### src/rtl/rbf_pkg.sv
package rbf_pkg;
    localparam int DEPTH     = 48;
    localparam int CNT_W     = $clog2(DEPTH + 1);
    localparam int LO_W      = 4;
    localparam int HI_W      = CNT_W - LO_W;
    localparam int SYNC_W    = 16;
    localparam logic [SYNC_W-1:0] SYNC_WORD = 16'h2DD4;

    typedef enum logic [1:0] {
        START_VDI    = 2'b00,
        START_SYNC_A = 2'b01,
        START_SYNC_B = 2'b10,
        START_ALWAYS = 2'b11
    } start_sel_e;

    typedef struct packed {
        logic wr;
        logic wbit;
        logic rd;
        logic clr;
    } fifo_op_t;

    function automatic logic start_ok(start_sel_e sel, logic vdi, logic hit);
        case (sel)
            START_VDI:    return vdi;
            START_SYNC_A,
            START_SYNC_B: return hit;
            default:      return 1'b1;
        endcase
    endfunction
endpackage

### src/rtl/rbf_sync_corr.sv
module rbf_sync_corr #(
    parameter int W = rbf_pkg::SYNC_W,
    parameter logic [W-1:0] PATTERN = rbf_pkg::SYNC_WORD
) (
    input  logic clk,
    input  logic rst,
    input  logic clr,
    input  logic shift_en,
    input  logic bit_in,
    output logic hit
);
    logic [W-1:0] sh;
    logic [W-1:0] sh_next;

    assign sh_next = {sh[W-2:0], bit_in};

    always_ff @(posedge clk) begin
        if (rst || clr) begin
            sh  <= '0;
            hit <= 1'b0;
        end else if (shift_en && !hit) begin
            sh <= sh_next;
            if (sh_next == PATTERN) hit <= 1'b1;
        end
    end

    // a match is held until the search is cleared
    p_hit_hold_r5: assert property (@(posedge clk) disable iff (rst)
        (hit && !clr) |=> hit);
    // clearing the search drops the match
    p_clr_drops_hit_r8: assert property (@(posedge clk) disable iff (rst)
        clr |=> !hit);
endmodule

### src/rtl/rbf_fill_gate.sv
module rbf_fill_gate
    import rbf_pkg::*;
(
    input  logic       clk,
    input  logic       rst,
    input  logic       fifo_on,
    input  logic       fill_arm,
    input  logic [1:0] start_sel,
    input  logic       vdi_in,
    input  logic       hit,
    input  logic       bit_stb,
    input  logic       bit_in,
    input  logic       rd_stb,
    output logic       sync_clr,
    output logic       sync_shift,
    output fifo_op_t   op
);
    logic arm_q;
    logic restart;

    always_ff @(posedge clk) begin
        if (rst) arm_q <= 1'b0;
        else     arm_q <= fill_arm;
    end

    assign restart    = fill_arm && !arm_q;
    assign sync_clr   = !fill_arm || !fifo_on;
    assign sync_shift = bit_stb && fifo_on && fill_arm;

    always_comb begin
        op.wr   = bit_stb && fifo_on && fill_arm
                  && start_ok(start_sel_e'(start_sel), vdi_in, hit);
        op.wbit = bit_in;
        op.rd   = rd_stb && fifo_on;
        op.clr  = !fifo_on || restart;
    end

    // a rising arm always produces a clear in that cycle
    p_restart_clears_r8: assert property (@(posedge clk) disable iff (rst)
        (fill_arm && !arm_q) |-> op.clr);
endmodule

### src/rtl/rbf_bit_store.sv
module rbf_bit_store
    import rbf_pkg::*;
#(
    parameter int D  = DEPTH,
    parameter int CW = CNT_W
) (
    input  logic          clk,
    input  logic          rst,
    input  fifo_op_t      op,
    input  logic          ovf_clr,
    output logic          head_bit,
    output logic [CW-1:0] cnt,
    output logic          ovf
);
    localparam logic [CW-1:0] FULL = CW'(D);

    logic [D-1:0]  mem;
    logic [D-1:0]  mem_nx;
    logic [CW-1:0] cnt_nx;
    logic [CW-1:0] wpos;
    logic          do_rd;
    logic          do_wr;
    logic          drop;

    always_comb begin
        do_rd  = op.rd && (cnt != '0);
        do_wr  = op.wr && ((cnt != FULL) || do_rd);
        drop   = op.wr && (cnt == FULL) && !do_rd;
        mem_nx = do_rd ? (mem >> 1) : mem;
        wpos   = do_rd ? (cnt - CW'(1)) : cnt;
        if (do_wr) mem_nx[wpos] = op.wbit;
        cnt_nx = cnt + CW'(do_wr) - CW'(do_rd);
    end

    always_ff @(posedge clk) begin
        if (rst) begin
            mem <= '0;
            cnt <= '0;
            ovf <= 1'b0;
        end else begin
            if (op.clr) begin
                cnt <= '0;
            end else begin
                mem <= mem_nx;
                cnt <= cnt_nx;
            end
            if (drop && !op.clr) ovf <= 1'b1;
            else if (ovf_clr)    ovf <= 1'b0;
        end
    end

    assign head_bit = mem[0];

    // count never exceeds the depth
    p_cnt_bound_r3: assert property (@(posedge clk) disable iff (rst)
        cnt <= FULL);
    // overflow is sticky until a status read
    p_ovf_sticky_r3: assert property (@(posedge clk) disable iff (rst)
        (ovf && !ovf_clr) |=> ovf);
    // write into a full FIFO keeps the count and flags overflow
    p_full_drop_r3: assert property (@(posedge clk) disable iff (rst)
        (cnt == FULL && op.wr && !op.rd && !op.clr) |=> (cnt == FULL && ovf));
    // reading an empty FIFO leaves it empty
    p_rd_empty_r10: assert property (@(posedge clk) disable iff (rst)
        (cnt == '0 && op.rd && !op.wr) |=> cnt == '0);
endmodule

### src/rtl/rx_bit_fifo.sv
module rx_bit_fifo
    import rbf_pkg::*;
(
    input  logic             clk,
    input  logic             rst,
    input  logic             bit_in,
    input  logic             bit_stb,
    input  logic             vdi_in,
    input  logic             fifo_on,
    input  logic             fill_arm,
    input  logic [1:0]       start_sel,
    input  logic [LO_W-1:0]  lvl_lo,
    input  logic [HI_W-1:0]  lvl_hi,
    input  logic             rd_stb,
    input  logic             stat_rd,
    output logic             rd_bit,
    output logic [CNT_W-1:0] fill_cnt,
    output logic             lvl_irq,
    output logic             ovf_flag,
    output logic             empty_flag
);
    logic     hit;
    logic     sync_clr;
    logic     sync_shift;
    fifo_op_t op;

    rbf_sync_corr #(.W(SYNC_W), .PATTERN(SYNC_WORD)) u_corr (
        .clk(clk), .rst(rst), .clr(sync_clr), .shift_en(sync_shift),
        .bit_in(bit_in), .hit(hit)
    );

    rbf_fill_gate u_gate (
        .clk(clk), .rst(rst), .fifo_on(fifo_on), .fill_arm(fill_arm),
        .start_sel(start_sel), .vdi_in(vdi_in), .hit(hit),
        .bit_stb(bit_stb), .bit_in(bit_in), .rd_stb(rd_stb),
        .sync_clr(sync_clr), .sync_shift(sync_shift), .op(op)
    );

    rbf_bit_store #(.D(DEPTH), .CW(CNT_W)) u_store (
        .clk(clk), .rst(rst), .op(op), .ovf_clr(stat_rd),
        .head_bit(rd_bit), .cnt(fill_cnt), .ovf(ovf_flag)
    );

    assign lvl_irq    = fill_cnt >= {lvl_hi, lvl_lo};
    assign empty_flag = fill_cnt == '0;

    // FIFO disabled forces the count to zero
    p_off_clears_r9: assert property (@(posedge clk) disable iff (rst)
        !fifo_on |=> fill_cnt == '0);
    // with the arm low the count can only fall
    p_disarmed_no_growth_r8: assert property (@(posedge clk) disable iff (rst)
        (!fill_arm && fifo_on) |=> fill_cnt <= $past(fill_cnt));
endmodule

### config.mk
export PLATFORM = sky130hd
export DESIGN_NAME = rx_bit_fifo
export DESIGN_NICKNAME = d
export VERILOG_FILES = /design/src/rtl/rbf_pkg.sv /design/src/rtl/rbf_sync_corr.sv /design/src/rtl/rbf_fill_gate.sv /design/src/rtl/rbf_bit_store.sv /design/src/rtl/rx_bit_fifo.sv
export SDC_FILE = /design/constraint.sdc
export NUM_CORES = 1
export LEC_CHECK = 0
export BUFFER_PORTS_ARGS = -buffer_cell sky130_fd_sc_hd__buf_2
export CAP_MARGIN = 20
export CORE_ASPECT_RATIO = 0.5
export CORE_MARGIN = 2
export CORE_UTILIZATION = 30
export DETAILED_ROUTE_END_ITERATION = 12
export PLACE_DENSITY = 0.52
export SKIP_CTS_REPAIR_TIMING = 1
export SYNTH_ARGS = -nofsm -noshare
export SYNTH_HDL_FRONTEND = slang
export SYNTH_SLANG_ARGS = --single-unit
### constraint.sdc
create_clock -name clk -period 3.5 [get_ports clk]
set_input_delay 0.7 -clock clk [delete_from_list [all_inputs] [get_ports clk]]
set_output_delay 0.7 -clock clk [all_outputs]
set_load 0.02 [all_outputs]
Word level (Yosys, flattened, before mapping). Index checks and enable logic that the tools add are counted.

Add/subtract/negate cells: 3. Magnitude comparators: 3. Equality and inequality tests: 5. Multiplexer cells: 9. Reductions and logical operators: 29.

Operators by type and width (number): 48-bit 2-to-1 mux (2); 48-bit bitwise mux (1); 16-bit by 14-bit equality test with 1-bit output, second input constant (1); 1-bit logical AND (12); 6-bit by 7-bit less-than comparator with 1-bit output, second input constant (1); 6-bit by 1-bit adder with 6-bit output (1); 1-bit demux with 6-bit select (1); 6-bit equality test, second input constant (1); 6-bit by 1-bit greater-or-equal comparator with 1-bit output, second input constant (1); 6-bit greater-or-equal comparator (1); 1-bit logical NOT (6); 6-bit logical NOT (1); 6-bit 2-to-1 mux (1); 6-bit != test, second input constant (1); 6-bit nonzero test (1); 6-bit by 1-bit subtractor with 6-bit output (1); 6-bit by 1-bit subtractor with 6-bit output, second input constant (1); 1-bit logical OR (4); 2-bit OR reduction (2); 1-bit 2-to-1 mux (3); 2-bit by 1-bit equality test with 1-bit output, second input constant (1); 2-bit equality test, second input constant (1); 2-bit logical NOT (1); 1-bit one-hot mux with 2 select lines (1); 2 further kinds (2).

Flip-flop bits (word level): 72. Output and inout port bits: 10. Logic and storage cells: 55.

Longest topological paths before layout. Gate-level depths: netlist of the first run.

Depth after elaboration: 9. Gate-level depth with buffers: 16.

Cells and area by module. A second synthesis of the first run with hierarchy kept.

Cell total of the unflattened synthesis: 625. Area total of the unflattened synthesis: 4468.0 um^2.

Modules (own cells, without submodules): rbf_bit_store (times used 1, cells an instance 512, area an instance 3573.4 um^2, sequential area each 1101.1 um^2); rbf_sync_corr (times used 1, cells an instance 78, area an instance 634.4 um^2, sequential area each 320.3 um^2); rx_bit_fifo (times used 1, cells an instance 21, area an instance 155.1 um^2, sequential area each 0.0 um^2); rbf_fill_gate (times used 1, cells an instance 14, area an instance 105.1 um^2, sequential area each 20.0 um^2).

Least setup slack after synthesis of the first run. Ideal clock, no wire load.

Path kind: reg-to-reg. Start point: register u_store.cnt[4]. End point: register u_store.cnt[4]. Setup time: 0.128 ns. Arrival: 3.189 ns. Required time: 3.372 ns. Slack: 0.183 ns. Stages on the path, launching flop included: 17. Path buffers: 2. Path through: dfxtp_1 > inv_1 > ha_1 > nand3_1 > nand2_1 > inv_1 > buf_2 > buf_2 > ha_1 > inv_1 > ha_1 > inv_1 > fa_1 > o21bai_1 > a21oi_1 > xnor2_1 > nor2_1.

Word-level cells in the longest chain between the ends: 6.

RTL lines: start, declared (line rbf_bit_store.sv:12) `output logic [CW-1:0] cnt,`; start signal, assigned (line rbf_bit_store.sv:45) `cnt <= cnt_nx;`; 6-bit nonzero test (line rbf_bit_store.sv:26) `do_rd = op.rd && (cnt != '0);`; 1-bit logical AND (line rbf_bit_store.sv:26); 1-bit logical OR (line rbf_bit_store.sv:27) `do_wr = op.wr && ((cnt != FULL) || do_rd);`; 1-bit logical AND (line rbf_bit_store.sv:27); 6-bit by 1-bit adder with 6-bit output (line rbf_bit_store.sv:32) `cnt_nx = cnt + CW'(do_wr) - CW'(do_rd);`; 6-bit by 1-bit subtractor with 6-bit output (*) (line rbf_bit_store.sv:32).

Every way passes the cells marked *; elsewhere a longest branch is shown, timed or not. A chain may end at the register's enable or synchronous reset.

Final worst setup path of the first run.
Start point: register u_store.cnt[3]. End point: register u_store.mem[23].

Word-level cells in the longest chain between the ends: 9.

RTL lines: branches (longest 8 deep; another with 6-bit by 7-bit less-than comparator with 1-bit output); 48-bit 2-to-1 mux (*) (line rbf_bit_store.sv:31) `if (do_wr) mem_nx[wpos] = op.wbit;`; end signal, assigned (line rbf_bit_store.sv:44) `mem <= mem_nx;`; end, declared (line rbf_bit_store.sv:17) `logic [D-1:0] mem;`.

Every way passes the cells marked *.

==> results of run 1 <==
Yosys cell counts (all sizes together) (2+ instances only):
master	count	area, um^2
nand2	111	416.7
dfxtp	72	1441
nor2	70	262.8
a21oi	50	265.3
o21ai	38	190.2
clkbuf	21	78.83
ha	21	262.8
inv	21	78.83
o22ai	21	131.4
nand3	16	80.08
o311ai	14	122.6
a22o	12	105.1
nand2b	12	75.07
a32o	8	80.08
buf	8	37.54
or3	8	55.05
a211oi	6	72.57
nor3	6	40.04
a21o	5	37.54
a221o	5	50.05
and2	5	31.28
xnor2	5	51.30
mux2i	4	40.04
nor4bb	4	40.04
o211ai	4	35.03
o21bai	4	30.03
o22a	4	35.03
and3	3	18.77
o21a	3	22.52
a221oi	2	17.52
nor2b	2	12.51
nor3b	2	15.01
nor4	2	27.53
or2	2	12.51
xor2	2	17.52
worst max path at each step:
| stage | endpoint | cells after the start |
|---|---|---|
| 6_report | u_store.mem[23]$_SDFFE_PP0N_ | 10 |
| 5_1_grt | u_store.mem[21]$_SDFFE_PP0N_ | 10 |
| 4_1_cts | u_store.mem[21]$_SDFFE_PP0N_ | 10 |
| 3_5_place_dp | u_store.mem[23]$_SDFFE_PP0N_ | 10 |
| 3_3_place_gp | u_store.cnt[4]$_SDFF_PP0_ | 12 |
| 2_1_floorplan | u_store.cnt[4]$_SDFF_PP0_ | 16 |
worst max-delay path, cell delays in order, from the launching register on:
cell	delay [ns]
dfxtp_1	0.55
inv_2	0.17
ha_1	0.28
nand3_1	0.16
nand2_1	0.09
inv_1	0.08
buf_4	0.46
o21ai_1	0.23
a211oi_2	0.57
a221o_1	0.24
nand3_1	0.07
metal layers:
layer / vias to the layer above / track usage [%] / part of all wire (%)
li1: 2132 / - / -
met1: 1999 / 22.78 / 51
met2: 101 / 25.20 / 43
met3: 16 / 3.723 / 4.2
met4: 0 / 5.716 / 1.8
met5: - / 0 / 0
cell families (layout without fill, tap and decap cells):
kind of cell,after synthesis,in the layout
AO/OA/AOI/OAI,183,183
XOR/XNOR,7,7
adder cells (fa/ha/maj),22,22
buffers and inverters,50,70
flip-flops,72,72
multiplexers,4,4
AND/OR/NAND/NOR,247,247
power breakdown:
| group | switching (mW) | internal (mW) | total [mW] | leakage (nW) |
|---|---|---|---|---|
| clock | 0.371 | 0.590 | 0.961 | 0.156 |
| sequential | 0.00194 | 0.822 | 0.824 | 0.580 |
| combinational | 0.0756 | 0.0313 | 0.107 | 1.06 |
cell type report:
class	count	share of cell area, %
multi-input cells	463	55.21
flip-flops and latches	72	28.60
clock buffers	11	5.015
well taps	198	4.916
repair buffers	33	3.625
inverters	21	1.564
clock inverters	5	1.068
state kept, by name, summed over array words and instances (netlist names):
name,cells
u_gate.arm_q,1
u_store.ovf,1
u_store.cnt,6
u_store.mem,48
u_corr.hit,1
u_corr.sh,15
metrics by stage:
step                std cells  hold WS (ns)  area, um^2
floorplan                 585        0.4364        4412
global placement          787        0.4510        4733
detailed placement        787        0.4492        4733
CTS                       803        0.4576        5040
global route              803        0.4764        5040
finish                    803        0.4565        5040
==> results.toml, run 1 <==
[cells_and_area]
num_antenna_cells = 0
fill_cells = 1560
multiInputGateArea_um2 = 2783
nNetsFinal = 639
layout_commonest_cell = "nand2_1"
final_cell_mix = "nand2_1 (111), dfxtp_1 (72), nor2_1 (70)"
syn_to_final_growth_pct = 14.24
post-route-util_pct = 34.93
seq_area_um2 = 1441
drive_above_1_share_pct = 11.24

[setup_path]
crit_arrival_ns = 3.24
cp.required_ns = 3.73
regToRegEndpoint = "u_store.mem[23]$_SDFFE_PP0N_"
ff2ff_path_depth = 10
crit_start = "u_store.cnt[3]$_SDFF_PP0_"
timing.rr.start = "u_store.cnt[3]$_SDFF_PP0_"
critPathLaunchType = "register"
endpoint_kind = "register"
worstPathMaxFanout = 49
crit_type = "register to register"
rrSetupSlack_ns = 0.49

[logic_synthesis]
synth-seq-cells = 72
synth_enable_flop_cells = 0
ys.warnings.count = 0
syn_inst = 585
synth_xor_area_share_pct = 1.560
synth-compound-area-share_pct = 28.59
synth.distinct_cells = 60
synth_fa_ha_area_share_pct = 6.410
yosysSeqAreaShare_pct = 32.67
synth-simple-area-share_pct = 25.44
syn_avg_cell_area_um2 = 7.541
netlist_area_um2 = 4412
synth_top_family_by_area = "compound AO/OA/AOI/OAI gates"
async_reset_ff_share_pct = 0
synth_fp_nets = 624
synth.area.mux_share_pct = 0.9075
synthFlopType = "dfxtp_1"

[route]
finalWirelength_um = 12410
post_drt_wl_per_cell_um = 15.45
vias = 4248
dr.first_iter.drc_count = 346
drcViolationCount = 0
drt_pass1_iterations = 5
postRouteAntennaNets = 0
via_per_inst = 5.290

[floorplanning]
die_x_um = 175.5
dieArea_um2 = 15750
rows = 31
io_pins = 27
start_util_pct = 30.58
core_um2 = 14430
die_h_um = 89.75

[clocking]
cts.path.max_buffers = 2
clk_pin_slew_ns = 0.06
clock-root-buffer = "clkbuf_16"
cts_buffers = 9
clock-sinks = 72
h-tree-depth = 3
clock_latency_ns = 0.34
cts_tree = "done"

[sta]
rsz0062_at_grt = "false"
min_period_ns = 3.010
finClkSkew_ns = 0.005450
slew_headroom_pct = 35.43
finalSetupViolCount = 0
setup_tns_ns = 0
tightest_slew_ns = 0.9649
hold_viol = 0
worst_slack_ns = 0.4902
slew_violations = 0
fmax_mhz = 332.2
period_share_pct = 85.99

[placed_design]
dp_hpwl_um = 8248
dp_slack_ns = 0.5185
io_buffers = 26
gp_congestion = 0.8393

[pwr]
power_density_nw_per_um2 = 375.3
fin_total_pwr_mw = 1.891
leakage_nw = 1.798
ir_drop_mv = 0.2255

[run_status]
run_status = "completed"

[global_routing]
grt_pass1_wl_um = 20980
grt-ovfl-total = 0
grt_max_degree = 50
grt_pass1_vias = 4040
antenna_found_initial = 0
grt_usage_pct = 16.47

[worst_hold_path]
min_from = "u_corr.sh[14]$_SDFFE_PP0P_"
worstHoldEndpoint = "u_corr.sh[14]$_SDFFE_PP0P_"
timing.hold.worst.class = "register to register"
min_path_cells = 2

[run]
maxCapViolCount = 0
Power figures use the tool's default switching activity.
==> inputs of run 2 (changes only) <==
--- a/config.mk
+++ b/config.mk
@@ -9,9 +9,9 @@
 export CAP_MARGIN = 20
 export CORE_ASPECT_RATIO = 0.5
 export CORE_MARGIN = 2
-export CORE_UTILIZATION = 30
+export CORE_UTILIZATION = 44
 export DETAILED_ROUTE_END_ITERATION = 12
-export PLACE_DENSITY = 0.52
+export PLACE_DENSITY = 0.68
 export SKIP_CTS_REPAIR_TIMING = 1
 export SYNTH_ARGS = -nofsm -noshare
 export SYNTH_HDL_FRONTEND = slang
==> constraint.sdc (replaced) <==
create_clock -name clk -period 3.4 [get_ports clk]
set_input_delay 0.68 -clock clk [delete_from_list [all_inputs] [get_ports clk]]
set_output_delay 0.68 -clock clk [all_outputs]
set_load 0.02 [all_outputs]
==> run 2 against run 1 <==
Compared with the run above:
- worst setup slack got worse by 0.045 ns
- via count up 1.6%
- sequential share of layout area increased by 0.20 points
- clock skew increased by 0.0035 ns
==> results.toml, run 2 (synthesis results as in run 1) <==
[run_status]
run_status = "completed"

[floorplanning]
die_h_um = 74.81
rows = 25
start_util_pct = 45.94
io_pins = 27
dieArea_um2 = 10890
core_um2 = 9603
die_x_um = 145.6

[setup_path]
crit_start = "u_store.cnt[0]$_SDFF_PP0_"
timing.rr.start = "u_store.cnt[4]$_SDFF_PP0_"
worstPathMaxFanout = 4
regToRegEndpoint = "u_store.mem[19]$_SDFFE_PP0N_"
ff2ff_path_depth = 10
crit_type = "register to output port"
endpoint_kind = "output port"
critPathLaunchType = "register"
max_stage_delay_ns = 0.41
cp_slowest_cell = "dfxtp_1"
cp.required_ns = 2.72
rrSetupSlack_ns = 0.48
path_common_cell = "a21o_1"
crit_arrival_ns = 2.27
path_cells = "inv_1 -> ha_1 -> nand2b_1 -> a21o_1 -> a21o_1 -> a21o_1 -> a21o_1 -> a21o_1 -> buf_2"

[route]
postRouteAntennaNets = 0
dr.first_iter.drc_count = 517
vias = 4315
drt_pass1_iterations = 6
drcViolationCount = 0
via_per_inst = 5.784
finalWirelength_um = 11780
post_drt_wl_per_cell_um = 15.80

[sta]
fin_hold_ws_ns = 0.4626
hold_viol = 0
rsz0062_at_grt = "false"
finClkSkew_ns = 0.008955
tightest_slew_ns = 0.9723
finalSetupViolCount = 0
slew_violations = 0
fmax_mhz = 338.5
period_share_pct = 86.90
setup_tns_ns = 0
slew_headroom_pct = 34.94
worst_slack_ns = 0.4455
min_period_ns = 2.955

[global_routing]
grt_pass1_vias = 3779
antenna_found_initial = 0
grt_pass1_wl_um = 19420
grt_usage_pct = 22.36
grt_max_degree = 50
grt-ovfl-total = 0

[clocking]
cts_tree = "done"
clock-sinks = 72
clk_pin_slew_ns = 0.06
h-tree-depth = 3
cts_buffers = 9
clock-root-buffer = "clkbuf_16"
cts.path.max_buffers = 2
clock_latency_ns = 0.34

[cells_and_area]
nNetsFinal = 645
largest_register_ffs = 48
fill_cells = 915
top_register = "u_store.mem"
design_area_um2 = 5005
largest_registers = "u_store.mem x48, u_corr.sh x15, u_store.cnt x6"
num_antenna_cells = 0
drive_above_1_share_pct = 12.11
syn_to_final_growth_pct = 13.44
final_cell_mix = "nand2_1 (111), dfxtp_1 (72), nor2_1 (70)"
layout_commonest_cell = "nand2_1"
instances_no_fill = 746
post-route-util_pct = 52.12

[worst_hold_path]
worstHoldEndpoint = "u_corr.sh[14]$_SDFFE_PP0P_"
timing.hold.worst.class = "register to register"
min_path_cells = 2
min_from = "u_corr.sh[14]$_SDFFE_PP0P_"

[placed_design]
io_buffers = 26
placed_cells_incl_taps = 730
placed_cell_area_um2 = 4700
dp_slack_ns = 0.5066
dp_hpwl_um = 7893
gp_congestion = 0.8469

[run]
maxCapViolCount = 0

[pwr]
power_density_nw_per_um2 = 386.6
fin_total_pwr_mw = 1.935
ir_drop_mv = 0.2105
leakage_nw = 1.819
==> run 2: cell type report <==
| type | count | area, um^2 | area share (%) |
|---|---|---|---|
| Inverter | 21 | 78.83 | 1.575 |
| Clock buffer | 9 | 225.2 | 4.500 |
| Clock inverter | 7 | 80.08 | 1.600 |
| Multi-Input combinational cell | 463 | 2783 | 55.60 |
| Sequential cell | 72 | 1441 | 28.80 |
| Tap cell | 135 | 168.9 | 3.375 |
| Timing Repair Buffer | 39 | 227.7 | 4.550 |
==> run 2: power by group <==
part	internal (mW)	switching [mW]	total [mW]	leakage, nW
Sequential	0.846	0.00166	0.847	0.580
Clock	0.577	0.400	0.977	0.148
Combinational	0.0332	0.0776	0.111	1.09
==> run 2: how the worst max path moves through the flow <==
stage                                    to  slack, ns  cells past startpoint
2_1_floorplan     u_store.cnt[4]$_SDFF_PP0_       0.08                     16
3_3_place_gp                        lvl_irq       0.55                      9
3_5_place_dp   u_store.mem[19]$_SDFFE_PP0N_       0.51                     10
4_1_cts                             lvl_irq       0.43                      9
5_1_grt        u_store.mem[22]$_SDFFE_PP0N_       0.18                     10
6_report                            lvl_irq       0.45                      9
==> run 2: layer usage <==
| layer | vias up | GRT usage [%] | part of all wire [%] |
|---|---|---|---|
| li1 | 2146 | - | - |
| met1 | 2026 | 31.16 | 50 |
| met2 | 130 | 35.02 | 43 |
| met3 | 13 | 5.030 | 6.4 |
| met4 | 0 | 7.298 | 1.1 |
| met5 | - | 0 | 0 |
==> run 2: worst max-delay path, delay by kind of cell (launching register included) <==
| family | cells | cell delay [ns] |
|---|---|---|
| AO/OA/AOI/OAI | 5 | 0.83 |
| flip-flops | 1 | 0.41 |
| buffers and inverters | 2 | 0.28 |
| adder cells (fa/ha/maj) | 1 | 0.28 |
| AND/OR/NAND/NOR | 1 | 0.14 |
==> inputs of run 3 (changes only) <==
--- a/config.mk
+++ b/config.mk
@@ -12,6 +12,7 @@
 export CORE_UTILIZATION = 44
 export DETAILED_ROUTE_END_ITERATION = 12
 export PLACE_DENSITY = 0.68
+export REMOVE_ABC_BUFFERS = 1
 export SKIP_CTS_REPAIR_TIMING = 1
 export SYNTH_ARGS = -nofsm -noshare
 export SYNTH_HDL_FRONTEND = slang
==> run 3 against run 2 <==
Compared with the run above:
- utilization decreased by 0.48 points
- clock skew hardly changed
- final cell count decreased by 0.40%
- highest routed layer unchanged
- largest power group unchanged
==> results.toml, run 3 (synthesis results as in run 1) <==
[cells_and_area]
seq_area_um2 = 1441
top_register = "u_store.mem"
largest_register_ffs = 48
final_cell_mix = "nand2_1 (111), dfxtp_1 (72), nor2_1 (70)"
layout_commonest_cell = "nand2_1"
drive_above_1_share_pct = 11.51
num_antenna_cells = 0
fill_cells = 930
nNetsFinal = 643
multiInputGateArea_um2 = 2783
largest_registers = "u_store.mem x48, u_corr.sh x15, u_store.cnt x6"
syn_to_final_growth_pct = 12.39

[sta]
period_share_pct = 85.57
finClkSkew_ns = 0.008854
finalSetupViolCount = 0
hold_viol = 0
slew_headroom_pct = 40.03
fmax_mhz = 343.7
rsz0062_at_grt = "false"
slew_violations = 0
tightest_slew_ns = 0.8963
worst_slack_ns = 0.4906
min_period_ns = 2.909

[setup_path]
cp_slowest_cell = "a211oi_2"
max_stage_delay_ns = 0.56
path_cells = "inv_1 -> ha_1 -> nand3_1 -> nand2_1 -> inv_1 -> buf_4 -> o21ai_1 -> a211oi_2 -> a221o_1 -> nand3_1"
worstPathMaxFanout = 49
endpoint_kind = "register"
cp.required_ns = 3.62
critPathLaunchType = "register"
crit_arrival_ns = 3.13
crit_type = "register to register"

[clocking]
h-tree-depth = 3
clk_pin_slew_ns = 0.06
cts_buffers = 9
clock_latency_ns = 0.34
cts_tree = "done"
clock-root-buffer = "clkbuf_16"
clock-sinks = 72
cts.path.max_buffers = 2

[floorplanning]
io_pins = 27
start_util_pct = 45.94
dieArea_um2 = 10890
die_h_um = 74.81
rows = 25
die_x_um = 145.6
core_um2 = 9603

[global_routing]
grt_pass1_wl_um = 19640
grt_pass1_vias = 3973
grt_usage_pct = 22.64
antenna_found_initial = 0
grt-ovfl-total = 0
grt_max_degree = 50

[run]
maxCapViolCount = 0

[route]
via_per_inst = 5.836
post_drt_wl_per_cell_um = 15.90
vias = 4336
drcViolationCount = 0
finalWirelength_um = 11810
postRouteAntennaNets = 0
dr.first_iter.drc_count = 432
drt_pass1_iterations = 5

[placed_design]
io_buffers = 26
dp_hpwl_um = 7819
dp_slack_ns = 0.5322
gp_congestion = 0.8583

[pwr]
fin_total_pwr_mw = 1.854
leakage_nw = 1.798
ir_drop_mv = 0.2369
power_density_nw_per_um2 = 373.9

[worst_hold_path]
timing.hold.worst.class = "register to register"

[run_status]
run_status = "completed"
## run 3: cell count changes in the layout (fill, tap and decap cells not counted), sizes merged
cell / previous run / this run
buf: 39 / 37
bufinv: 1 / 0
clkbuf: 9 / 12
clkinv: 3 / 2
inv: 23 / 21
## run 3: stage by stage
stage	util, %	cell area [um^2]	cells	setup TNS, ns	hold WS, ns
global route	51.64	4959	743	0	0.4802
CTS	51.64	4959	743	0	0.4559
floorplan	-	4295	556	-32.34	0.4364
finish	51.64	4959	743	0	0.4571
detailed placement	48.78	4684	728	0	0.4484
global placement	48.78	4684	728	0	0.4471
## run 3: layout make-up
type | instances | area share [%]
multi-input combinational | 463 | 56.12
sequential | 72 | 29.07
clock buffer | 12 | 5.173
timing repair buffer | 37 | 4.290
tap | 135 | 3.407
inverter | 21 | 1.590
clock inverter | 3 | 0.3533
## run 3: final timing paths
kind / start / to / slack [ns] / depth (start not counted)
worst min-delay path: u_corr.sh[14]$_SDFFE_PP0P_ / u_corr.sh[14]$_SDFFE_PP0P_ / 0.46 / 2
worst max-delay path: u_store.cnt[2]$_SDFF_PP0_ / u_store.mem[17]$_SDFFE_PP0N_ / 0.49 / 10
worst max register to register: u_store.cnt[2]$_SDFF_PP0_ / u_store.mem[17]$_SDFFE_PP0N_ / 0.49 / 10
worst min register to register: u_corr.sh[14]$_SDFFE_PP0P_ / u_corr.sh[14]$_SDFFE_PP0P_ / 0.46 / 2
## run 3: worst max-delay path: cells and delay by family, from the launching register on
kind / cells / cell delay, ns
buffers and inverters: 3 / 0.68
AND/OR/NAND/NOR: 3 / 0.32
flip-flops: 1 / 0.47
AO/OA/AOI/OAI: 3 / 1.04
adder cells (fa/ha/maj): 1 / 0.27
## run 3: power by group
group	internal (mW)	switching, mW
sequential	0.846	0.00147
combinational	0.0335	0.0773
clock	0.528	0.368
total	1.41	0.447
## run 3: routing by layer
metal	track usage [%]	vias up	share of wire [%]
met5	0	-	0
met4	8.061	0	1.3
met3	4.121	13	7.4
met1	31.44	2021	48
li1	-	2142	-
met2	36.12	160	43
